File: src/rtl/trip_guard.sv
module trip_guard #(
  parameter int N_SRC = 6
) (
  input  logic             clk,
  input  logic             rst_n,
  input  logic             pwm_a_in,
  input  logic             pwm_b_in,
  input  logic [N_SRC-1:0] trip_in,
  input  logic [N_SRC-1:0] cbc_sel,
  input  logic [N_SRC-1:0] ost_sel,
  input  logic             cnt_down,
  input  logic             at_zero,
  input  logic             at_period,
  input  logic             wr_en,
  input  logic [2:0]       wr_addr,
  input  logic [15:0]      wr_data,
  output logic             pwm_a_out,
  output logic             pwm_a_oe,
  output logic             pwm_b_out,
  output logic             pwm_b_oe,
  output logic             cbc_flag,
  output logic             ost_flag,
  output logic [N_SRC-1:0] cbc_src_flags,
  output logic [N_SRC-1:0] ost_src_flags,
  output logic             irq
);
  localparam logic [2:0] A_CFG = 3'd0, A_IE = 3'd1, A_CLR = 3'd2, A_CSRC = 3'd3, A_OSRC = 3'd4;
  localparam logic [1:0] PASS = 2'b11;

  logic [14:0] cfg;
  logic [1:0]  ie;
  logic        cbc_lat, cbc_dir, ost_lat, ost_dir, cbc_flag_q;
  logic [N_SRC-1:0] cbc_src_q, ost_src_q;

  wire [N_SRC-1:0] cbc_hits = trip_in & cbc_sel;
  wire [N_SRC-1:0] ost_hits = trip_in & ost_sel;
  wire cbc_hit = |cbc_hits;
  wire ost_hit = |ost_hits;

  wire wr_cfg  = wr_en && wr_addr == A_CFG;
  wire wr_ie   = wr_en && wr_addr == A_IE;
  wire wr_clr  = wr_en && wr_addr == A_CLR;
  wire wr_csrc = wr_en && wr_addr == A_CSRC;
  wire wr_osrc = wr_en && wr_addr == A_OSRC;

  logic rel_pulse;
  always_comb begin
    case (cfg[14:13])
      2'b01:   rel_pulse = at_period;
      2'b10:   rel_pulse = at_zero | at_period;
      default: rel_pulse = at_zero;
    endcase
  end

  wire cbc_on  = cbc_lat | cbc_hit;
  wire ost_on  = ost_lat | ost_hit;
  wire cbc_dnow = cbc_lat ? cbc_dir : cnt_down;
  wire ost_dnow = ost_lat ? ost_dir : cnt_down;

  function automatic logic [1:0] pick(input logic [1:0] basic, input logic [1:0] up,
                                      input logic [1:0] dn, input logic en, input logic dir);
    if (!en) return basic;
    return dir ? dn : up;
  endfunction

  function automatic logic [1:0] pin(input logic [1:0] code, input logic pwm);
    case (code)
      2'b00:   return 2'b00;
      2'b01:   return 2'b11;
      2'b10:   return 2'b10;
      default: return {1'b1, pwm};
    endcase
  endfunction

  wire [1:0] a_cbc = pick(cfg[1:0], cfg[5:4], cfg[7:6], cfg[12], cbc_dnow);
  wire [1:0] a_ost = pick(cfg[1:0], cfg[5:4], cfg[7:6], cfg[12], ost_dnow);
  wire [1:0] b_cbc = pick(cfg[3:2], cfg[9:8], cfg[11:10], cfg[12], cbc_dnow);
  wire [1:0] b_ost = pick(cfg[3:2], cfg[9:8], cfg[11:10], cfg[12], ost_dnow);

  wire [1:0] a_code = ost_on ? a_ost : cbc_on ? a_cbc : PASS;
  wire [1:0] b_code = ost_on ? b_ost : cbc_on ? b_cbc : PASS;

  assign {pwm_a_oe, pwm_a_out} = pin(a_code, pwm_a_in);
  assign {pwm_b_oe, pwm_b_out} = pin(b_code, pwm_b_in);

  always_ff @(posedge clk or negedge rst_n) begin
    if (!rst_n) begin
      cfg        <= '0;
      ie         <= '0;
      cbc_lat    <= 1'b0;
      cbc_dir    <= 1'b0;
      ost_lat    <= 1'b0;
      ost_dir    <= 1'b0;
      cbc_flag_q <= 1'b0;
      cbc_src_q  <= '0;
      ost_src_q  <= '0;
    end else begin
      if (wr_cfg) cfg <= wr_data[14:0];
      if (wr_ie)  ie  <= wr_data[1:0];

      if (cbc_hit)        cbc_lat <= 1'b1;
      else if (rel_pulse) cbc_lat <= 1'b0;
      if (cbc_hit && !cbc_lat) cbc_dir <= cnt_down;

      if (ost_hit)                  ost_lat <= 1'b1;
      else if (wr_clr && wr_data[1]) ost_lat <= 1'b0;
      if (ost_hit && !ost_lat) ost_dir <= cnt_down;

      cbc_flag_q <= cbc_hit | (cbc_flag_q & ~(wr_clr & wr_data[0]));
      cbc_src_q  <= cbc_hits | (cbc_src_q & ~(wr_csrc ? wr_data[N_SRC-1:0] : '0));
      ost_src_q  <= ost_hits | (ost_src_q & ~(wr_osrc ? wr_data[N_SRC-1:0] : '0));
    end
  end

  assign cbc_flag      = cbc_flag_q;
  assign ost_flag      = ost_lat;
  assign cbc_src_flags = cbc_src_q;
  assign ost_src_flags = ost_src_q;
  assign irq           = (cbc_flag_q & ie[0]) | (ost_lat & ie[1]);
endmodule

File: config.mk
export PLATFORM = sky130hd
export DESIGN_NAME = trip_guard
export DESIGN_NICKNAME = d
export VERILOG_FILES = /design/src/rtl/trip_guard.sv
export SDC_FILE = /design/constraint.sdc
export NUM_CORES = 1
export LEC_CHECK = 0
export BUFFER_PORTS_ARGS = -buffer_cell sky130_fd_sc_hd__buf_2
export CAP_MARGIN = 20
export CORE_UTILIZATION = 49
export DETAILED_ROUTE_END_ITERATION = 8
export PLACE_DENSITY = 0.85
export RECOVER_POWER = 100
export SLEW_MARGIN = 5
export SYNTH_ARGS = -nofsm -noshare
export SYNTH_HDL_FRONTEND = slang
export SYNTH_SLANG_ARGS = --single-unit
File: constraint.sdc
create_clock -name clk -period 1.9 [get_ports clk]
set_input_delay 0.19 -clock clk [delete_from_list [all_inputs] [get_ports clk]]
set_output_delay 0.19 -clock clk [all_outputs]
set_load 0.03 [all_outputs]
# After elaboration in Yosys (flattened, before gate mapping)
# Cells that the tools add are included.
[totals]
memories = 0
rom_bits = 0
ram_bits = 0
latchBits = 0
out_inout_bits = 19
in_bits = 45
reg_bits = 34
[op_classes]
n_eq_ne = 10
n_shift = 0
n_reduce_logical = 17
add_sub_neg = 0
mux = 23
div_mod_pow = 0
magnitude_cmp = 0
n_bitwise = 18
multipliers = 0
[op_table]
columns = ["operator", "count"]
rows = [
  ["6-bit bitwise AND", 4],
  ["2-bit two-way mux", 12],
  ["6-bit two-way mux", 2],
  ["6-bit NOT", 2],
  ["6-bit bitwise OR", 2],
  ["2-bit case mux with 3 select lines", 2],
  ["6-bit OR reduction", 2],
  ["1-bit logical AND", 8],
  ["2-bit by 1-bit equality test with 1-bit output (second input constant)", 3],
  ["2-bit equality test (second input constant)", 3],
  ["3-bit by 2-bit equality test with 1-bit output (second input constant)", 2],
  ["1-bit two-way mux", 6],
  ["1-bit bitwise OR", 5],
  ["1-bit bitwise AND", 4],
  ["2-bit logical NOT", 2],
  ["2-bit nonzero test", 2],
  ["3-bit by 1-bit equality test with 1-bit output (second input constant)", 1],
  ["3-bit equality test (second input constant)", 1],
  ["3-bit logical NOT", 1],
  ["1-bit logical NOT", 2],
  ["1-bit case mux with 2 select lines", 1],
  ["1-bit NOT", 1],
]

# Depth between registers and ports, before layout
# Gate-level depths: netlist (run 1).
[logic_depth]
ltp_word = 7
depth_mapped = 6
mapped_depth_nobuf = 6

# Least setup slack after synthesis (run 1)
# Ideal clock, no wire load.
[synth_timing]
path_kind = "register -> output"
from = "register ost_lat, in the netlist ost_flag"
to = "output pwm_b_out"
path_buffers = 0
stages_incl_launch_ff = 6
path_slack_ns = -0.316
t_arrival_ns = 2.026
cell_sequence = "dfrtp_1 > mux2i_1 > mux2i_1 > mux2i_1 > a211o_1 > a211oi_2"
[synth_between]
elab_chain_cells = 6
word_cells_on_any_way = 9
cone_classes = "eq/ne: 2; mux: 5; bitwise: 1; reduce/logical: 1"
[synth_lines]
columns = ["item", "line", "source"]
rows = [
  ["start: declaration", "32", "logic cbc_lat, cbc_dir, ost_lat, ost_dir, cbc_flag_q;"],
  ["start signal: assignment", "92", "ost_lat <= 1'b0;"],
  ["start signal: assignment", "105", "if (ost_hit) ost_lat <= 1'b1;"],
  ["start signal: assignment", "106", "else if (wr_clr && wr_data[1]) ost_lat <= 1'b0;"],
  ["1-bit two-way mux", "58", "wire ost_dnow = ost_lat ? ost_dir : cnt_down;"],
  ["2-bit two-way mux (2 in a row)", "63", "return dir ? dn : up;"],
  ["2-bit two-way mux (*)", "81", "wire [1:0] b_code = ost_on ? b_ost : cbc_on ? b_cbc : PASS;"],
  ["2-bit equality test, or another cell as far along", "67", "case (code)"],
  ["2-bit case mux with 3 select lines (*)", "67", ""],
  ["end: declaration", "19", "output logic pwm_b_out,"],
]
# Mark *: on every way between the ends. The rest lies on a longest branch, timed or not.

# Final worst setup path (run 1)
[layout_timing]
from = "register ost_lat, in the netlist ost_flag"
to = "output pwm_a_oe"
[layout_between]
elab_chain_cells = 6
word_cells_on_any_way = 9
cone_classes = "eq/ne: 2; mux: 5; bitwise: 1; reduce/logical: 1"
[layout_lines]
columns = ["item", "line", "source"]
rows = [
  ["1-bit two-way mux", "58", ""],
  ["2-bit two-way mux (2 in a row)", "63", ""],
  ["2-bit two-way mux (*)", "80", "wire [1:0] a_code = ost_on ? a_ost : cbc_on ? a_cbc : PASS;"],
  ["2-bit equality test, or another cell as far along", "67", ""],
  ["2-bit case mux with 3 select lines (*)", "67", ""],
  ["end: declaration", "18", "output logic pwm_a_oe,"],
]
# Marked as above.

==> results of run 1 <==
cell type report:
class,count,area [um^2],area share
Clock inverter,1,30.03,0.01243
Multi-Input combinational cell,112,947.2,0.3920
Tap cell,46,57.56,0.02382
Clock buffer,7,45.04,0.01864
Inverter,5,18.77,0.007768
Timing Repair Buffer,82,465.4,0.1926
Sequential cell,34,852.1,0.3527
cell families (layout without fill, tap and decap cells):
logic type,Yosys count,after routing,share of synthesized area
AO/OA/AOI/OAI,41,41,0.1937
adder cells (fa/ha/maj),2,2,0.01424
buffers and inverters,8,95,0.01781
multiplexers,23,23,0.1432
flip-flops,34,34,0.4843
AND/OR/NAND/NOR,46,46,0.1467
final timing paths:
kind,from,to,slack (ns),cells past startpoint
max reg2reg,cbc_lat,cbc_dir,0.69,3
min,wr_data[14],cfg[14],0.04,3
min reg2reg,ost_src_flags[0],ost_src_flags[0],0.50,1
max,ost_flag,pwm_a_oe,-0.45,6
max in group asynchronous,rst_n,ost_flag,0.87,2
min in group asynchronous,rst_n,cbc_src_flags[4],0.47,2
cells in the final DEF (no fill, tap or decap), types with 2 or more instances in the layout:
master	n
nand4_1	3
nor3b_1	3
a22o_2	2
a31oi_1	2
inv_1	5
o31a_1	2
buf_6	5
nor3_1	2
nand2_1	19
a22oi_1	5
a211o_1	2
clkbuf_4	7
o21ai_0	4
nand2b_1	2
ha_1	2
mux2_2	16
buf_2	42
a22o_1	13
dfrtp_1	33
a221oi_4	2
mux2i_1	4
nand3_1	3
nor2b_1	2
clkbuf_1	19
nor2_1	3
buf_4	14
power groups by stage:
| stage | registers [W] | logic (W) | clock network, W |
|---|---|---|---|
| final | 0.000929 | 0.000781 | 0.000521 |
| after detailed placement | 0.000936 | 0.000708 | 0 |
| after global placement | 0.000927 | 0.000686 | 0 |
| after CTS | 0.000925 | 0.000768 | 0.000521 |
| after global routing | 0.000943 | 0.000845 | 0.000552 |
| after floorplan | 0.000935 | 0.000450 | 0 |
metal layers:
metal  wire (um)  GRT usage  share of wire
met2        2217     0.4332           0.49
met5           0          0              0
met1        1987     0.3227           0.44
met4          89    0.07302          0.020
met3         236    0.07039          0.052
stage by stage:
step	area, um^2	hold slack (ns)	util
after floorplan	1789	-0.1056	-
after global placement	2280	0.2912	0.6726
after detailed placement	2280	0.2994	0.6726
after CTS	2406	0.03757	0.7099
after global routing	2416	0.05177	0.7128
final	2416	0.04094	0.7128
state kept, by name (all words and copies together) (netlist names):
signal / cells
cbc_dir: 1
cbc_flag: 1
cbc_lat: 1
cbc_src_flags: 6
cfg: 15
ie: 2
ost_dir: 1
ost_flag: 1
ost_src_flags: 6
timing repair:
item                       in CTS  in global routing
setup endpoints to repair       4                  4
hold endpoints to repair       34                  0
pin swaps                       2                  3
hold buffers                    1                  0
cloned                          0                  0
resized for setup              10                  6
buffers inserted                1                  1
worst min-delay path: cells and delay by family:
kind / cells / cell delay, ns
compound gates: 1 / 0.05
buf+inv: 1 / 0.07
simple gates: 1 / 0.03
==> run metrics, run 1 <==
Row Count=21; crit path max fanout=4; share of the synthesized area in the top cell type=0.4843; total gr overflow=0; Die Area=~3800 um^2; dominant cell type by area after synthesis=dfrtp_1; final WL=4530 um; fmax=roughly 0.43 GHz; failing checks=setup timing; post-route insts no fill=287; CTS Sinks=34; max_cap viols=0; layout cell share with drive strength beyond 1=0.4274; routability cong.=0.8755; worst-path cell with the longest stage delay=dfrtp_2; # setup viols final=4; switching pwr=roughly 0.00073 W; Max Buffers Root-to-Sink=2; P per Cell Area=between 900 and 1000 nW/um^2; Root Buffer=clkbuf_4; Avg Inst Size Synth=11.41 um^2; dpl cells=around 280; count leader, synth=dfrtp_1; RSZ-0062 raised after global routing=yes; core region area=3390 um^2; Primary FF master, synth=dfrtp_1; CTS tree=done; part of the power in registers=0.416; Initial Util=0.5183; number of synthesized flops with an enable pin=0; Fillers=242; Syn Inst Count=154; Final Skew=roughly 0.0030 ns; DR iter-0 viols=77; largest net degree at the start of global routing=35; Period minus WS final=2.350 ns; Worst-path clk slew=0.11 ns; synth unique cells=39; flops & latches, synth=34; die width=61.88 um; WP data required=1.71 ns; vias in the first global route=1,508; CP top delay family=compound AO/OA/AOI/OAI gates; clock power share=0.234; Post-DP HPWL=about 3300 um; nets=287; max incr delay on CP=between 0.4 and 0.5 ns; post-route setup TNS=-1.697 ns; CP bufs+invs=1; # DRC=0; global-route wire length before repair=6906 um; All-Layer GR Usage=0.2561; Final Cycle Share=1.237; Synth Cell Area=1757 um^2; worst-path cell chain=a221o_1 > o31a_1 > nor2_2 > mux2i_2 > or3_4 > buf_6; Hold Path Class=in2reg; Synth top cells by count=dfrtp_1, nand2_1, mux2_2; synth top area cells=dfrtp_1, mux2_2, a22o_1, nand2_1, mux2i_1; Final ANT Viol Nets=0; register area share after synthesis=0.4843; synth warn=0; Place WS=-0.1624 ns; Layout area overhead=37.54%; port buffer count=62; Max transition margin=0.3998; final worst slack=-0.4502 ns; Pins Over Slew Limit=0; Pre-antenna DRT Iters=4; status=complete, but fails checks; # IOs=64; Design Power=0.002232 W; DR vias=1,603; Hold Fails Final Rpt=0; Critical Path Start Type=flip-flop; Tightest Pin Transition=0.9003 ns; Critical Path End Type=output port; Logic pwr share=0.350; CP Class=reg2out; Via density=5.585; Critical Path AT=~2.2 ns; die height=61.88 um; H-tree levels=2; clk_lat worst skew=0.34 ns; Net Count, Synth=201; n_diodes=0; ys async rst share=1.000; initial antenna violation count=0; switching fraction of total power=0.3280; Routed WL per cell=15.78 um; IR drop worst, VDD=about 0.56 mV; Pint=0.001500 W; CTS Buf Count=5; Leak Pwr=1.093 nW
(Power assumes the default switching activity.)
==> run 2: changes to the inputs <==
==> constraint.sdc (replaced) <==
create_clock -name clk -period 1.9 [get_ports clk]
set_input_delay 0.19 -clock clk [delete_from_list [all_inputs] [get_ports clk]]
set_output_delay 0.19 -clock clk [all_outputs]
set_load 0.005 [all_outputs]
==> run metrics, run 2 (same netlist as run 1, synthesis figures left out) <==
max incr delay on CP=0.39 ns (-0.07 ns); die width=61.88 um (unchanged); most frequent cells in the layout=buf_2, dfrtp_1, nand2_1; final worst slack=-0.4304 ns (+0.01988 ns); IR drop worst, VDD=0.5996 mV (+7.6%); WP data required=1.71 ns (about the same); P per Cell Area=814.2 nW/um^2 (-12%); CP bufs+invs=1 (unchanged); # setup viols final=4 (unchanged); max_cap viols=0 (unchanged); Pre-antenna DRT Iters=4 (unchanged); Final Skew=0.01129 ns (+0.008276 ns); Layout area overhead=30.63%; Pins Over Slew Limit=0 (unchanged); All-Layer GR Usage=0.2451 (-0.01101); Row Count=21 (unchanged); Die Area=3829 um^2 (unchanged); Hold Crit Start=wr_data[13]; die height=61.88 um (unchanged); Routed WL per cell=15.46 um (-2.0%); worst-path cell chain=mux2i_1 > and4_1 > nor2_2 > mux2i_2 > or3_1 > buf_2; routability cong.=0.8179 (-6.6%); final WL=4330 um (-4.4%); worst setup path start=cbc_lat; n_diodes=0 (unchanged); DR vias=1,586 (-1.1%); dpl cells=268 (-3.2%); Final ANT Viol Nets=0 (unchanged); CTS Sinks=34 (unchanged); initial antenna violation count=0 (unchanged); fmax=0.4291 GHz (+0.85%); Critical Path AT=2.14 ns (-0.02 ns); max FFs per register=15 (unchanged); met2 usage=0.4101 (-0.02304); Root Buffer=clkbuf_4; Hold WS=0.06166 ns (+0.02072 ns); clk_lat worst skew=0.34 ns (about the same); Max transition margin=0.3858 (-0.01401); Tightest Pin Transition=0.9213 ns (+0.02102 ns); Hold Fails Final Rpt=0 (unchanged); Post-DP HPWL=3145 um (-5.9%); met3 Resource Use GR=0.06004 (-0.01035); status=complete, but fails checks; port buffer count=62 (unchanged); # DRC=0 (unchanged); layout cell share with drive strength beyond 1=0.4359 (+0.008512); grt met1 use=0.3103 (-0.01232); Fillers=268 (+11%); DR iter-0 viols=98 (+27%); register area=852.1 um^2 (unchanged); Util after Layout=0.6770 (-0.03581); CP Class=reg2out; CP top delay family=simple AND/OR/NAND/NOR gates; Leak Pwr=1.049 nW (-4.0%); H-tree levels=2 (unchanged); GRT busiest layer=met2; # IOs=64 (unchanged); CTS tree=done; largest net degree at the start of global routing=35 (unchanged); Final Cycle Share=1.227 (-0.01046); commonest non-fill, non-tap cell in the layout=buf_2; area of the multi-input gates=912.1 um^2 (-3.7%); largest register by flop count=cfg; vias in the first global route=1,480 (-1.9%); r2r startpoint=cbc_lat; Hold Path Class=in2reg; total gr overflow=0 (unchanged); global-route wire length before repair=6582 um (-4.7%); core region area=3390 um^2 (unchanged); failing checks=setup timing; Critical Path Start Type=flip-flop; RSZ-0062 raised after global routing=yes; Critical Path End Type=output port; post-route insts no fill=280 (-2.4%); crit path max fanout=3 (-1); worst-path cell with the longest stage delay=dfrtp_1; Via density=5.664 (+1.4%); Initial Util=0.5183 (unchanged); nets=282 (-1.7%); CTS Buf Count=5 (unchanged); Period minus WS final=2.330 ns (-0.01988 ns); Worst-path clk slew=0.10 ns (about the same); Max Buffers Root-to-Sink=2 (unchanged)
[run 2: layout make-up]
class,instances,share of cell area
Clock buffer,6,0.02236
Inverter,5,0.008179
Multi-Input combinational cell,112,0.3975
Sequential cell,34,0.3713
Tap cell,46,0.02508
Timing Repair Buffer,77,0.1756
[run 2: timing repair]
action,CTS,global route
gates resized for setup,7,3
hold buffers,1,0
pin swaps,6,2
setup endpoints to repair,4,4
hold endpoints to repair,34,0
setup buffers,3,2
[run 2: where the power goes]
part           switching (W)  internal (W)  leakage [nW]
registers          0.0000859      0.000836         0.366
logic               0.000254      0.000298         0.653
clock network       0.000228      0.000167        0.0302
[run 2: worst paths after layout]
path | endpoint | slack, ns | depth (start not counted)
min in group asynchronous | cbc_src_flags[0] | 0.47 | 2
hold / removal | cfg[13] | 0.06 | 3
setup / recovery | pwm_a_oe | -0.43 | 6
setup reg to reg | cbc_dir | 0.67 | 3
max in group asynchronous | ost_flag | 0.86 | 2
hold reg to reg | cbc_src_flags[3] | 0.50 | 1
[run 2: tightest hold or removal path: cells and delay by family]
kind / cells / cell delay (ns)
buf+inv: 1 / 0.07
compound gates: 1 / 0.06
simple gates: 1 / 0.04
[run 2: metal layers]
layer  vias to the layer above  share of wire
li1                        743              -
met1                       762           0.44
met2                        72           0.47
met3                         9          0.069
met4                         0          0.022
met5                         -              0
[run 2: metrics by stage]
stage               power [W]  TNS (ns)  cell area, um^2  setup WS (ns)
floorplan            0.001228         0             1757         0.1341
global route         0.001984    -2.032             2295        -0.5560
global placement     0.001421  -0.03198             2180       -0.02355
detailed placement   0.001445   -0.1273             2180       -0.06820
CTS                  0.001853    -1.501             2293        -0.4174
finish               0.001868    -1.557             2295        -0.4304
